<file path="config.mk">
export PLATFORM = sky130hd
export DESIGN_NAME = tmr_chan_trig
export DESIGN_NICKNAME = d
export VERILOG_FILES = /design/src/rtl/tmr_chan_pkg.sv /design/src/rtl/tcc_trig_merge.sv /design/src/rtl/tcc_run_fsm.sv /design/src/rtl/tcc_counter.sv /design/src/rtl/tmr_chan_trig.sv
export SDC_FILE = /design/constraint.sdc
export NUM_CORES = 1
export LEC_CHECK = 0
export BUFFER_PORTS_ARGS = -buffer_cell sky130_fd_sc_hd__buf_2
export CELL_PAD_IN_SITES_DETAIL_PLACEMENT = 0
export CELL_PAD_IN_SITES_GLOBAL_PLACEMENT = 1
export CORE_MARGIN = 2
export CORE_UTILIZATION = 25
export CTS_CLUSTER_DIAMETER = 120
export DETAILED_ROUTE_END_ITERATION = 7
export GPL_ROUTABILITY_DRIVEN = 1
export PLACE_DENSITY_LB_ADDON = 0.1
export SLEW_MARGIN = 15
export SYNTH_ARGS = -nofsm -noshare
export SYNTH_HDL_FRONTEND = slang
export SYNTH_SLANG_ARGS = --single-unit
</file>
<file path="constraint.sdc">
create_clock -name clk -period 2.9 [get_ports clk]
set_clock_uncertainty 0.15 [all_clocks]
set_input_delay 0.725 -clock clk [delete_from_list [all_inputs] [get_ports clk]]
set_output_delay 0.725 -clock clk [all_outputs]
set_load 0.02 [all_outputs]
</file>
<file path="src/rtl/tmr_chan_pkg.sv">
package tmr_chan_pkg;

    typedef enum logic [1:0] {
        CS_OFF  = 2'd0,
        CS_HALT = 2'd1,
        CS_RUN  = 2'd2
    } chan_st_t;

endpackage

</file>
<file path="src/rtl/tcc_trig_merge.sv">
module tcc_trig_merge #(
    parameter int XC_N  = 3,
    parameter int SEL_W = 2
) (
    input  logic             clk,
    input  logic             rst_n,
    input  logic             mode_wave,
    input  logic [SEL_W-1:0] ext_sel,
    input  logic             ext_trig_en,
    input  logic             pin_a_in,
    input  logic             pin_b_in,
    input  logic [XC_N-1:0]  xc_in,
    input  logic             sw_trig,
    input  logic             sync_in,
    input  logic             rc_hit,
    input  logic             rc_trig_en,
    output logic             trig_any
);
    localparam int LINES = 2 ** SEL_W;

    logic [LINES-1:0] wave_lines;
    logic             cap_src;
    logic             ext_src;
    logic             ext_src_q;
    logic             ext_evt;

    // waveform candidates: slot 0 = pin B, slot k = external line k-1
    for (genvar g = 0; g < LINES; g++) begin : g_line
        if (g == 0) begin : g_b
            assign wave_lines[g] = pin_b_in;
        end else if (g <= XC_N) begin : g_xc
            assign wave_lines[g] = xc_in[g-1];
        end else begin : g_none
            assign wave_lines[g] = 1'b0;
        end
    end

    assign cap_src = ext_sel[0] ? pin_b_in : pin_a_in;
    assign ext_src = mode_wave ? wave_lines[ext_sel] : cap_src;

    always_ff @(posedge clk) begin
        if (!rst_n) begin
            ext_src_q <= 1'b0;
        end else begin
            ext_src_q <= ext_src;
        end
    end

    assign ext_evt  = ext_trig_en && ext_src && !ext_src_q;
    assign trig_any = sw_trig || sync_in || (rc_hit && rc_trig_en) || ext_evt;

endmodule

</file>
<file path="src/rtl/tcc_run_fsm.sv">
module tcc_run_fsm
    import tmr_chan_pkg::*;
(
    input  logic clk,
    input  logic rst_n,
    input  logic clk_en_req,
    input  logic clk_dis_req,
    input  logic trig_any,
    input  logic stop_evt,
    output logic trig_eff,
    output logic clk_on,
    output logic running
);
    chan_st_t state;
    chan_st_t state_nx;

    always_ff @(posedge clk) begin
        if (!rst_n) begin
            state <= CS_OFF;
        end else begin
            state <= state_nx;
        end
    end

    always_comb begin
        state_nx = state;
        unique case (state)
            CS_OFF: begin
                if (clk_en_req && !clk_dis_req) state_nx = CS_HALT;
            end
            CS_HALT: begin
                if (clk_dis_req)   state_nx = CS_OFF;
                else if (trig_any) state_nx = CS_RUN;
            end
            CS_RUN: begin
                if (clk_dis_req)   state_nx = CS_OFF;
                else if (trig_any) state_nx = CS_RUN;
                else if (stop_evt) state_nx = CS_HALT;
            end
            default: state_nx = CS_OFF;
        endcase
    end

    always_comb begin
        clk_on   = (state != CS_OFF);
        running  = (state == CS_RUN);
        trig_eff = trig_any && (state != CS_OFF) && !clk_dis_req;
    end

endmodule

</file>
<file path="src/rtl/tcc_counter.sv">
module tcc_counter #(
    parameter int CNT_W = 16
) (
    input  logic             clk,
    input  logic             rst_n,
    input  logic             trig_eff,
    input  logic             run_en,
    input  logic             tick,
    input  logic             stop_evt,
    input  logic [CNT_W-1:0] rc_val,
    output logic [CNT_W-1:0] count,
    output logic             rc_hit,
    output logic             ovf
);
    localparam logic [CNT_W-1:0] CNT_MAX = '1;

    logic             inc;
    logic [CNT_W-1:0] count_inc;

    assign inc       = run_en && tick && !stop_evt && !trig_eff;
    assign count_inc = count + CNT_W'(1);

    always_ff @(posedge clk) begin
        if (!rst_n) begin
            count  <= '0;
            rc_hit <= 1'b0;
            ovf    <= 1'b0;
        end else if (trig_eff) begin
            count  <= '0;
            rc_hit <= 1'b0;
            ovf    <= 1'b0;
        end else begin
            if (inc) count <= count_inc;
            rc_hit <= inc && (count_inc == rc_val);
            ovf    <= inc && (count == CNT_MAX);
        end
    end

endmodule

</file>
<file path="src/rtl/tmr_chan_trig.sv">
module tmr_chan_trig #(
    parameter int CNT_W = 16,
    parameter int XC_N  = 3
) (
    input  logic                       clk,
    input  logic                       rst_n,
    input  logic                       mode_wave,
    input  logic                       clk_en_req,
    input  logic                       clk_dis_req,
    input  logic                       sw_trig,
    input  logic                       sync_in,
    input  logic                       tick,
    input  logic [CNT_W-1:0]           rc_val,
    input  logic                       rc_trig_en,
    input  logic [$clog2(XC_N+1)-1:0]  ext_sel,
    input  logic                       ext_trig_en,
    input  logic                       pin_a_in,
    input  logic                       pin_b_in,
    input  logic [XC_N-1:0]            xc_in,
    input  logic                       stop_on_ldb,
    input  logic                       ldb_evt,
    input  logic                       stop_on_rc,
    output logic [CNT_W-1:0]           count,
    output logic                       rc_hit,
    output logic                       ovf,
    output logic                       clk_on,
    output logic                       running,
    output logic                       pin_a_oe,
    output logic                       pin_b_oe
);
    localparam int SEL_W = $clog2(XC_N + 1);

    logic trig_any;
    logic trig_eff;
    logic stop_evt;

    tcc_trig_merge #(.XC_N(XC_N), .SEL_W(SEL_W)) u_merge (
        .clk         (clk),
        .rst_n       (rst_n),
        .mode_wave   (mode_wave),
        .ext_sel     (ext_sel),
        .ext_trig_en (ext_trig_en),
        .pin_a_in    (pin_a_in),
        .pin_b_in    (pin_b_in),
        .xc_in       (xc_in),
        .sw_trig     (sw_trig),
        .sync_in     (sync_in),
        .rc_hit      (rc_hit),
        .rc_trig_en  (rc_trig_en),
        .trig_any    (trig_any)
    );

    tcc_run_fsm u_fsm (
        .clk         (clk),
        .rst_n       (rst_n),
        .clk_en_req  (clk_en_req),
        .clk_dis_req (clk_dis_req),
        .trig_any    (trig_any),
        .stop_evt    (stop_evt),
        .trig_eff    (trig_eff),
        .clk_on      (clk_on),
        .running     (running)
    );

    tcc_counter #(.CNT_W(CNT_W)) u_cnt (
        .clk      (clk),
        .rst_n    (rst_n),
        .trig_eff (trig_eff),
        .run_en   (running),
        .tick     (tick),
        .stop_evt (stop_evt),
        .rc_val   (rc_val),
        .count    (count),
        .rc_hit   (rc_hit),
        .ovf      (ovf)
    );

    // automatic stop: load event in capture mode, compare hit in waveform mode
    assign stop_evt = running && (mode_wave ? (stop_on_rc && rc_hit)
                                            : (stop_on_ldb && ldb_evt));

    assign pin_a_oe = mode_wave;
    assign pin_b_oe = mode_wave && (ext_sel != '0);

endmodule

</file>
== Yosys cells after proc, flatten, opt, wreduce, memory -nomap -nowiden ==
Index checks and enable logic that the tools add are counted.
Widths: inputs -> output; s select.
Word-level totals
  register bits: 21
  input port bits: 36
  output and inout port bits: 22
Operators by class
  add/subtract/negate cells: 1
  magnitude comparators: 1
  equal/unequal tests: 7
  muxes and demuxes: 12
  bitwise operators: 1
  reductions and logical operators: 27
Operator list (number)
  $add 16x1->16 const B: 1
  $eq 16x16->1: 1
  $eq 16x16->1 const B: 1
  $logic_and 1x1->1: 15
  $mux 2: 6
  $pmux 2 s3: 1
  $logic_not 1->1: 4
  $mux 1: 4
  $ne 4x2->1 const B: 1
  $reduce_bool 2->1: 2
  $logic_or 1x1->1: 3
  $lt 2x3->1 const B: 1
  $ne 3x2->1 const B: 1
  $reduce_and 3->1: 1
  $bmux 1 s2: 1
  $eq 2x1->1 const B: 1
  $eq 2x2->1 const B: 1
  $logic_not 2->1: 1
  $ne 2x1->1 const B: 1
  $reduce_or 2->1: 1
  $not 1->1: 1

== Depth between registers and ports, before layout ==
Gate-level depths: netlist (run 1).
  depth after elaboration: 11
  mapped depth: 8

== Modules after synthesis ==
From an unflattened synthesis (run 1), not the netlist that was laid out.
Second synthesis, totals
  cell total of the unflattened synthesis: 213
  area total of the unflattened synthesis: 1659.1 um^2
Modules (own cells, without submodules)
  tcc_counter: instances 1, cells an instance 180, area an instance 1378.8 um^2, seq. area each 360.3 um^2
  tcc_run_fsm: instances 1, cells an instance 15, area an instance 135.1 um^2, seq. area each 40.0 um^2
  tcc_trig_merge: instances 1, cells an instance 13, area an instance 111.4 um^2, seq. area each 20.0 um^2
  tmr_chan_trig: instances 1, cells an instance 5, area an instance 33.8 um^2, seq. area each 0.0 um^2

== Worst setup path before layout (run 1) ==
No wires, ideal clock.
  path type: input port to flip-flop
  start: in mode_wave
  end: reg u_cnt.rc_hit
  setup time: 0.092 ns
  data arrival time: 2.124 ns
  required time: 2.658 ns
  path slack: 0.534 ns
  stages: 8
  buffers on the path: 2
  cells stage by stage: clkbuf_2 > nor3b_1 > o21ai_0 > o211ai_1 > a41o_1 > buf_6 > or3b_1 > nor4_1
Between the ends
  cells in the longest elaborated chain, start to end: 9
RTL lines
  start, declared: RTL line tmr_chan_trig.sv:7  | input logic mode_wave,
  $mux 1: RTL line tcc_trig_merge.sv:39  | assign ext_src = mode_wave ? wave_lines[ext_sel] : cap_src;
  $logic_and 1x1->1 (2 in series): RTL line tcc_trig_merge.sv:49  | assign ext_evt = ext_trig_en && ext_src && !ext_src_q;
  $logic_or 1x1->1: RTL line tcc_trig_merge.sv:50  | assign trig_any = sw_trig || sync_in || (rc_hit && rc_trig_en) || ext_evt;
  $logic_and 1x1->1 (2 in series): RTL line tcc_run_fsm.sv:47  | trig_eff = trig_any && (state != CS_OFF) && !clk_dis_req;
  $logic_not 1->1: RTL line tcc_counter.sv:20  | assign inc = run_en && tick && !stop_evt && !trig_eff;
  $logic_and 1x1->1: RTL line tcc_counter.sv:20
  $logic_and 1x1->1: RTL line tcc_counter.sv:34  | rc_hit <= inc && (count_inc == rc_val);
  end signal, assigned: RTL line tcc_counter.sv:34
  end, declared: RTL line tcc_counter.sv:12  | output logic rc_hit,
Several ways; a longest one is shown, not always the timed one.
A chain may end at the register's enable or synchronous reset.

== Worst setup path in the final report (run 1) ==
  start: reg u_cnt.count[1]
  end: reg u_cnt.rc_hit
Between the ends
  cells in the longest elaborated chain, start to end: 3
RTL lines
  start, declared: RTL line tcc_counter.sv:11  | output logic [CNT_W-1:0] count,
  start signal, assigned: RTL line tcc_counter.sv:33  | if (inc) count <= count_inc;
  $add 16x1->16: RTL line tcc_counter.sv:21  | assign count_inc = count + CNT_W'(1);
  $eq 16x16->1: RTL line tcc_counter.sv:34
  $logic_and 1x1->1: RTL line tcc_counter.sv:34
No other way between the ends.

==> out/qor.txt, run 1 <==
Wirelength per Cell -> 13.29 µm
multi-input gate area in the final layout -> 0.001106 mm²
syn nets -> 241
most used cell, CP -> nor4_1
commonest non-fill, non-tap cell in the layout -> buf_2
arrival time at the worst endpoint -> 2.43 ns
first-pass GRT wire length -> 7348 µm
initial antenna violation count -> 0
Die W -> 84.79 µm
RSZ-0062 raised after global routing -> false
max-capacitance violation count -> 0
HPWL after detailed placement -> 3544 µm
DR vias/cell -> 4.729
WL final -> 4464 µm
CP max stage cell -> dfxtp_1
Crit Path Category -> flip-flop to flip-flop
FMAX -> 415.9 MHz
ys async rst share -> 0
# DRC -> 0
clk buf depth -> 2
Tot Pwr -> 0.5811 mW
fin cells -> 336
Yosys top cell area share -> 0.2577
Inserted Clock Buffers -> 3
crit start category -> flip-flop
Tmin final -> 2.404 ns
final core utilization -> 0.3185
Sequential cell area -> 420.4 µm²
max-slew violations -> 0
CTS root buf -> clkbuf_8
placed cells -> 332
CP delay by family, top -> simple AND/OR/NAND/NOR gates
Synth Cell Area -> 0.001632 mm²
Seq/Total Area, Yosys -> 0.2577
Starting DRT DRC Count -> 65
CTS tree -> done
critical path buffer and inverter count -> 0
Worst-Margin Slew -> 0.4309 ns
most frequent cells in the layout -> buf_2, nor2_1, dfxtp_1
P&R area growth vs syn -> 23.24%
clk sinks -> 21
largest area contributor in the synthesized netlist -> dfxtp_1
Starting Density -> 0.2584
I/O pins -> 58
Final Hold Fails -> 0
Final ANT Viol Nets -> 0
Yosys warnings -> 0
DP Area -> 0.001964 mm²
# port buffers -> 57
Die Ht -> 84.79 µm
Critical Path RT -> 2.93 ns
library cells used by synthesis -> 52
CTS clk-pin slew, worst paths -> 0.09 ns
FILL cells -> 722
Final setup viols -> 0
post-route setup slack -> 0.4955 ns
crit share post-route -> 0.8291
outcome -> finished, final reports clean
vias in the first global route -> 1494
GRT overflow -> 0
Resize count post-CTS -> 0
fraction of layout cells with a size suffix above 1 -> 0.2973
Row Count -> 29
Placement Setup Slack -> 0.4388 ns
# H-tree levels -> 1
Area contributors post-synth -> dfxtp_1, xor2_1, xnor2_1, nor2_1, nand3_1
critical path peak fanout -> 7
setup repair bufs after CTS -> 0
VDD IR max -> 0.0001327 V
pin count of the biggest net entering global routing -> 18
Hold WC Path Type -> flip-flop to flip-flop
max incr delay on CP -> 0.44 ns
Crit. End Element -> flip-flop
Pleak -> 0.8314 nW
number of synthesized register bits -> 21
Hold Slack -> 0.3738 ns
critical-path cell list -> ha_1, nand4_1, nor4_1, xnor2_1, nor2_1, or3b_1, nor4_1
relative slew slack -> 0.7123
final setup TNS -> 0 ns
via count -> 1589
design area -> 0.002011 mm²
hold_buf cts -> 0
TritonRoute pass-1 iters -> 4
number of inserted diodes -> 0
All-Layer GR Usage -> 0.1257
Synth Flop Type -> dfxtp_1
EDFF count, synth -> 0
clk_lat worst skew -> 0.27 ns
CORE AREA -> 0.006314 mm²
Mapped Cells -> 204
routability cong. -> 0.7400
Total Nets Final -> 297
Die ar. -> 0.007189 mm²
syn avg cell area -> 7.998 µm²
pwr/cell area -> 289.0 mW/mm²
flip-flops by register name (all words and copies together), names as in the netlist:
register and count:
u_merge.ext_src_q 1, u_cnt.count 16, u_fsm.state 2, u_cnt.ovf 1
u_cnt.rc_hit 1
power by group:
part / internal [mW] / switching, mW
logic: 0.0430 / 0.0449
clock network: 0.0959 / 0.106
registers: 0.290 / 0.000915
total: 0.429 / 0.152
final cells by class:
| type | instances | area share |
|---|---|---|
| Inverter | 5 | 0.009334 |
| Clock buffer | 3 | 0.02054 |
| Sequential cell | 21 | 0.2091 |
| Timing Repair Buffer | 62 | 0.1605 |
| Multi-Input combinational cell | 167 | 0.5501 |
| Tap cell | 77 | 0.04792 |
| Clock inverter | 1 | 0.002489 |
final timing paths:
kind	slack, ns	startpoint	depth (start not counted)	end
hold reg to reg	0.37	u_cnt.count[15]$_SDFFE_PP0P_	2	u_cnt.ovf$_SDFF_PP0_
setup / recovery	0.50	u_cnt.count[1]$_SDFFE_PP0P_	7	u_cnt.rc_hit$_SDFF_PP0_
hold / removal	0.37	u_cnt.count[15]$_SDFFE_PP0P_	2	u_cnt.ovf$_SDFF_PP0_
setup reg to reg	0.50	u_cnt.count[1]$_SDFFE_PP0P_	7	u_cnt.rc_hit$_SDFF_PP0_
cell families (layout without fill, tap and decap cells):
logic type | count (synthesis) | count (layout) | share of synthesized area
and+or+nand+nor | 99 | 99 | 0.3474
xor gates and xnor gates | 33 | 33 | 0.1771
AOI/OAI and AO/OA | 32 | 32 | 0.1327
DFF | 21 | 21 | 0.2577
buffers and inverters | 16 | 71 | 0.06442
muxes | 2 | 2 | 0.01304
adders and majority gates | 1 | 1 | 0.007667
Yosys cell counts (all sizes together), types with 2 or more instances:
library cell  number
nor4               5
a31oi              4
and4               2
nand4b             2
xnor2             15
nor2              23
a21oi              5
a211o              2
or3b               2
o211ai             2
nor2b             10
nor3b              2
dfxtp             21
xor2              18
nand3             18
buf                8
inv                5
nand2             15
clkbuf             3
o21a               2
nand4              7
or3                2
o21ai              8
nor3               3
worst reg2reg max path: cells and delay by family, from the launching register on:
family                   cells  cell delay [ns]
XOR/XNOR                     1             0.16
adder cells (fa/ha/maj)      1             0.33
AND/OR/NAND/NOR              5             1.25
flip-flops                   1             0.44
per-layer routing:
metal	wire [µm]	share of wire	track usage	up-vias
met5	0	0	0	-
met4	29	0.0065	0.02597	0
met3	218	0.049	0.02262	4
met2	2082	0.47	0.2112	36
met1	2134	0.48	0.1689	713
li1	-	-	-	836
(Power assumes the default switching activity.)
==> run 2, diff against run 1 <==
==> constraint.sdc (replaced) <==
create_clock -name clk -period 2.2 [get_ports clk]
set_clock_uncertainty 0.15 [all_clocks]
set_input_delay 0.55 -clock clk [delete_from_list [all_inputs] [get_ports clk]]
set_output_delay 0.55 -clock clk [all_outputs]
set_load 0.02 [all_outputs]
==> run 2 against run 1 <==
- sequential power rose by 31%
- critical path type unchanged
- clock power rose by 32%
- largest power group unchanged
- core utilization rose by 3.6 points
- count of clock-buffer cells in the layout rose by 1
- via count rose by 5.3%
- combinational power rose by 38%
- non-clock buffer count rose by 26
- highest routed layer unchanged
- flip-flop and latch count did not move
- sequential share of layout area fell by 1.6 points
==> out/qor.txt, run 2 (same netlist as run 1, synthesis figures left out) <==
Die W -> 84.79 µm
relative slew slack -> 0.7616
post-route setup slack -> 0.1532 ns
Worst-Margin Slew -> 0.3487 ns
Critical Path RT -> 2.24 ns
number of inserted diodes -> 0
Largest register FFs -> 16
Total Nets Final -> 323
P&R area growth vs syn -> 37.19%
DR vias/cell -> 4.624
GRT overflow -> 0
clk sinks -> 21
Pleak -> 0.9631 nW
critical-path cell list -> ha_2, nand4_1, nor4_2, xnor2_1, nor2_1, or3b_1, nor4_2
via count -> 1674
crit start category -> flip-flop
Hold WC Path Type -> primary input to flip-flop
CORE AREA -> 0.006314 mm²
RSZ-0062 raised after global routing -> false
clk_lat worst skew -> 0.27 ns
Tot Pwr -> 0.7702 mW
Placement Setup Slack -> -0.1194 ns
DP Area -> 0.002155 mm²
pin count of the biggest net entering global routing -> 18
Regs by FF count -> u_cnt.count x16, u_fsm.state x2
critical path peak fanout -> 5
final core utilization -> 0.3545
arrival time at the worst endpoint -> 2.08 ns
most used cell, CP -> nor4_2
I/O pins -> 58
All-Layer GR Usage -> 0.1319
first-pass GRT wire length -> 7659 µm
Crit. End Element -> flip-flop
# DRC -> 0
final setup TNS -> 0 ns
fraction of layout cells with a size suffix above 1 -> 0.3895
Inserted Clock Buffers -> 3
fin cells -> 362
design area -> 0.002238 mm²
Starting DRT DRC Count -> 47
Final ANT Viol Nets -> 0
FMAX -> 488.6 MHz
largest register by flop count -> u_cnt.count
Starting Density -> 0.2584
CTS clk-pin slew, worst paths -> 0.08 ns
Die Ht -> 84.79 µm
WL final -> 4722 µm
max incr delay on CP -> 0.39 ns
most frequent cells in the layout -> buf_2, buf_4, nor2_1
Die ar. -> 0.007189 mm²
initial antenna violation count -> 0
clk buf depth -> 2
commonest non-fill, non-tap cell in the layout -> buf_2
outcome -> finished, final reports clean
max-slew violations -> 0
# port buffers -> 57
pwr/cell area -> 344.1 mW/mm²
TritonRoute pass-1 iters -> 4
# H-tree levels -> 1
vias in the first global route -> 1572
CTS tree -> done
CTS root buf -> clkbuf_8
Tmin final -> 2.047 ns
Crit Path Category -> flip-flop to flip-flop
HPWL after detailed placement -> 3818 µm
VDD IR max -> 0.0001663 V
max-capacitance violation count -> 0
routability cong. -> 0.7537
Row Count -> 29
Final Hold Fails -> 0
CP max stage cell -> dfxtp_4
Final setup viols -> 0
placed cells -> 357
FILL cells -> 708
Hold Slack -> 0.3588 ns
crit share post-route -> 0.9304
Wirelength per Cell -> 13.04 µm
run 2: cell type report:
class | count | area, µm² | area share
multi-input cells | 167 | 1129 | 0.5042
repair buffers | 88 | 518.0 | 0.2314
flip-flops and latches | 21 | 431.7 | 0.1928
well taps | 77 | 96.34 | 0.04304
clock buffers | 4 | 45.04 | 0.02012
inverters | 5 | 18.77 | 0.008385
run 2: path summary, 6_finish.rpt:
kind,from,end,slack (ns),cells after the start
setup / recovery,u_cnt.count[0]$_SDFFE_PP0P_,u_cnt.rc_hit$_SDFF_PP0_,0.15,7
hold / removal,rst_n,u_merge.ext_src_q$_SDFF_PN0_,0.36,2
setup reg to reg,u_cnt.count[0]$_SDFFE_PP0P_,u_cnt.rc_hit$_SDFF_PP0_,0.15,7
hold reg to reg,u_cnt.count[15]$_SDFFE_PP0P_,u_cnt.ovf$_SDFF_PP0_,0.38,2
run 2: report_power, final:
| group | leakage, nW | total [mW] | switching [mW] | internal [mW] |
|---|---|---|---|---|
| Sequential | 0.173 | 0.382 | 0.00154 | 0.380 |
| Combinational | 0.768 | 0.121 | 0.0602 | 0.0608 |
| Clock | 0.0228 | 0.267 | 0.138 | 0.130 |
run 2: layer usage:
layer  track usage  vias to the layer above  wire length [µm]
met4       0.03463                        0                54
met1        0.1710                      754              2210
met5             0                        -                 0
met3       0.01967                        5               193
met2        0.2283                       34              2264
li1              -                      881                 -
run 2: worst max-delay path, delay by kind of cell, from the launching register on:
| kind | cells | cell delay [ns] |
|---|---|---|
| XOR/XNOR | 1 | 0.15 |
| adder cells (fa/ha/maj) | 1 | 0.20 |
| flip-flops | 1 | 0.39 |
| AND/OR/NAND/NOR | 5 | 1.08 |
run 2: repair_timing:
action / in CTS / in global routing
endpoints found under the hold margin: 0 / 0
endpoints found under the setup margin: 0 / 1
hold buffers: 0 / 0
setup buffers: 0 / 1
resized for setup: 0 / 9
==> run 3, diff against run 2 <==
--- a/config.mk
+++ b/config.mk
@@ -14,6 +14,7 @@
 export DETAILED_ROUTE_END_ITERATION = 7
 export GPL_ROUTABILITY_DRIVEN = 1
 export PLACE_DENSITY_LB_ADDON = 0.1
+export REMOVE_ABC_BUFFERS = 1
 export SLEW_MARGIN = 15
 export SYNTH_ARGS = -nofsm -noshare
 export SYNTH_HDL_FRONTEND = slang
==> run 3 against run 2 <==
- worst setup slack worse by 0.054 ns
- global-route usage up 0.26 points
- core utilization up 1.3 points
- critical path type unchanged
- total power up 0.32%
==> out/qor.txt, run 3 (same netlist as run 1, synthesis figures left out) <==
commonest non-fill, non-tap cell in the layout -> buf_2
P&R area growth vs syn -> 42.41%
number of inserted diodes -> 0
# DRC -> 0
Final ANT Viol Nets -> 0
# port buffers -> 57
switching power -> 0.2000 mW
HPWL after detailed placement -> 3844 µm
I/O pins -> 58
Crit. End Element -> flip-flop
pwr/cell area -> 332.5 mW/mm²
CTS clk-pin slew, worst paths -> 0.08 ns
hold_buf cts -> 0
largest register by flop count -> u_cnt.count
Die W -> 84.79 µm
All-Layer GR Usage -> 0.1345
initial antenna violation count -> 0
clock share of power -> 0.338
R2R setup slack -> 0.1 ns
final core utilization -> 0.3680
max incr delay on CP -> 0.41 ns
most frequent cells in the layout -> buf_2, buf_4, nor2_1
CORE AREA -> 0.006314 mm²
clk sinks -> 21
crit share post-route -> 0.9551
most used cell, CP -> buf_6
launch point of the worst hold path -> clk_en_req
Total Nets Final -> 324
routability cong. -> 0.7928
Sw Ratio -> 0.2589
Largest register FFs -> 16
Flop pwr share -> 0.497
fin cells -> 363
via count -> 1698
RSZ-0062 raised after global routing -> true
Placement Setup Slack -> -0.09794 ns
CTS root buf -> clkbuf_8
Worst R2R End -> u_cnt.rc_hit$_SDFF_PP0_
vias in the first global route -> 1580
first-pass GRT wire length -> 7803 µm
fraction of layout cells with a size suffix above 1 -> 0.4301
WHS Endpoint -> u_fsm.state[0]$_SDFFE_PN0P_
Crit Path Category -> flip-flop to flip-flop
pin count of the biggest net entering global routing -> 18
hold depth -> 3
FILL cells -> 703
Final Hold Fails -> 0
Hold WC Path Type -> primary input to flip-flop
max-slew violations -> 0
outcome -> finished, final reports clean
VDD IR max -> 0.0001815 V
WL final -> 4850 µm
Sequential cell area -> 429.2 µm²
Pleak -> 1.001 nW
multi-input gate area in the final layout -> 0.001196 mm²
Worst-Margin Slew -> 0.4022 ns
Tmin final -> 2.101 ns
cell internal pwr -> 0.5726 mW
crit start category -> flip-flop
# H-tree levels -> 1
R2R Path Start -> u_cnt.count[0]$_SDFFE_PP0P_
critical path peak fanout -> 6
arrival time at the worst endpoint -> 2.14 ns
critical-path cell list -> buf_6, nand3_4, buf_6, nor4b_4, o21ai_1, a21oi_1, or3b_4, nor4_4
Inserted Clock Buffers -> 3
worst reg2reg path depth -> 8
Die ar. -> 0.007189 mm²
Wirelength per Cell -> 13.36 µm
TritonRoute pass-1 iters -> 5
GRT overflow -> 0
DR vias/cell -> 4.678
Row Count -> 29
post-route setup slack -> 0.09879 ns
Starting DRT DRC Count -> 45
Critical Path RT -> 2.23 ns
Final setup viols -> 0
Starting Density -> 0.2584
FMAX -> 475.9 MHz
CP max stage cell -> or3b_4
placed cells -> 357
relative slew slack -> 0.7300
max-capacitance violation count -> 0
CTS tree -> done
critical path buffer and inverter count -> 2
Regs by FF count -> u_cnt.count x16, u_fsm.state x2
Die Ht -> 84.79 µm
combinational share of power -> 0.165
CP delay by family, top -> simple AND/OR/NAND/NOR gates
clk_lat worst skew -> 0.26 ns
clk buf depth -> 2
## run 3: changes by cell type in the layout (fill, tap and decap cells not counted), sizes merged
cell,before,now
buf,88,89
clkinv,0,1
clkbuf,4,3
## run 3: routing by layer
layer  part of all wire  global-route usage  vias up
li1                   -                   -      884
met1               0.50              0.1900      766
met2               0.44              0.2119       46
met5                  0                   0        -
met3              0.051             0.02950        2
met4             0.0049             0.02597        0
## run 3: timing repair
item / 4_1_cts / 5_1_grt
gates resized for setup: 1 / 28
pin swaps: 0 / 6
setup buffers: 0 / 2
setup endpoints to repair: 1 / 1
## run 3: stage by stage
stage                     area [µm²]  power (mW)  hold slack [ns]  setup TNS (ns)
after floorplan                 1545      0.4507           0.3849        -0.07150
after global placement          2152      0.5180           0.3917               0
after detailed placement        2152      0.5166           0.3850        -0.09794
after CTS                       2200      0.7886           0.3712               0
after global routing            2323      0.8211           0.3846        -0.02048
final                           2323      0.7727           0.3748               0
## run 3: layout make-up
type / count / share of cell area
Multi-Input combinational cell: 167 / 0.5148
Timing Repair Buffer: 89 / 0.2310
Inverter: 5 / 0.008078
Clock buffer: 3 / 0.01777
Sequential cell: 21 / 0.1847
Clock inverter: 1 / 0.002154
Tap cell: 77 / 0.04146
## run 3: worst max-delay path by stage
stage | start | end | cells after the start
floorplan | u_cnt.count[0]$_SDFFE_PP0P_ | u_cnt.rc_hit$_SDFF_PP0_ | 7
global placement | ext_sel[1] | u_cnt.rc_hit$_SDFF_PP0_ | 7
detailed placement | mode_wave | u_cnt.rc_hit$_SDFF_PP0_ | 7
CTS | u_cnt.count[0]$_SDFFE_PP0P_ | u_cnt.rc_hit$_SDFF_PP0_ | 7
global route | u_cnt.count[0]$_SDFFE_PP0P_ | u_cnt.rc_hit$_SDFF_PP0_ | 7
finish | u_cnt.count[0]$_SDFFE_PP0P_ | u_cnt.rc_hit$_SDFF_PP0_ | 8
## run 3: power by group through the flow
stage | Clock [mW] | Sequential (mW) | Combinational [mW]
floorplan | 0 | 0.393 | 0.0575
global placement | 0 | 0.393 | 0.125
detailed placement | 0 | 0.393 | 0.124
CTS | 0.280 | 0.384 | 0.125
global route | 0.295 | 0.385 | 0.142
finish | 0.261 | 0.384 | 0.128
## run 3: worst register-to-register path: cells and delay by family, from the launching register on
family	cells	cell delay, ns
compound gates	2	0.32
buf+inv	2	0.26
flops	1	0.36
simple gates	4	0.95
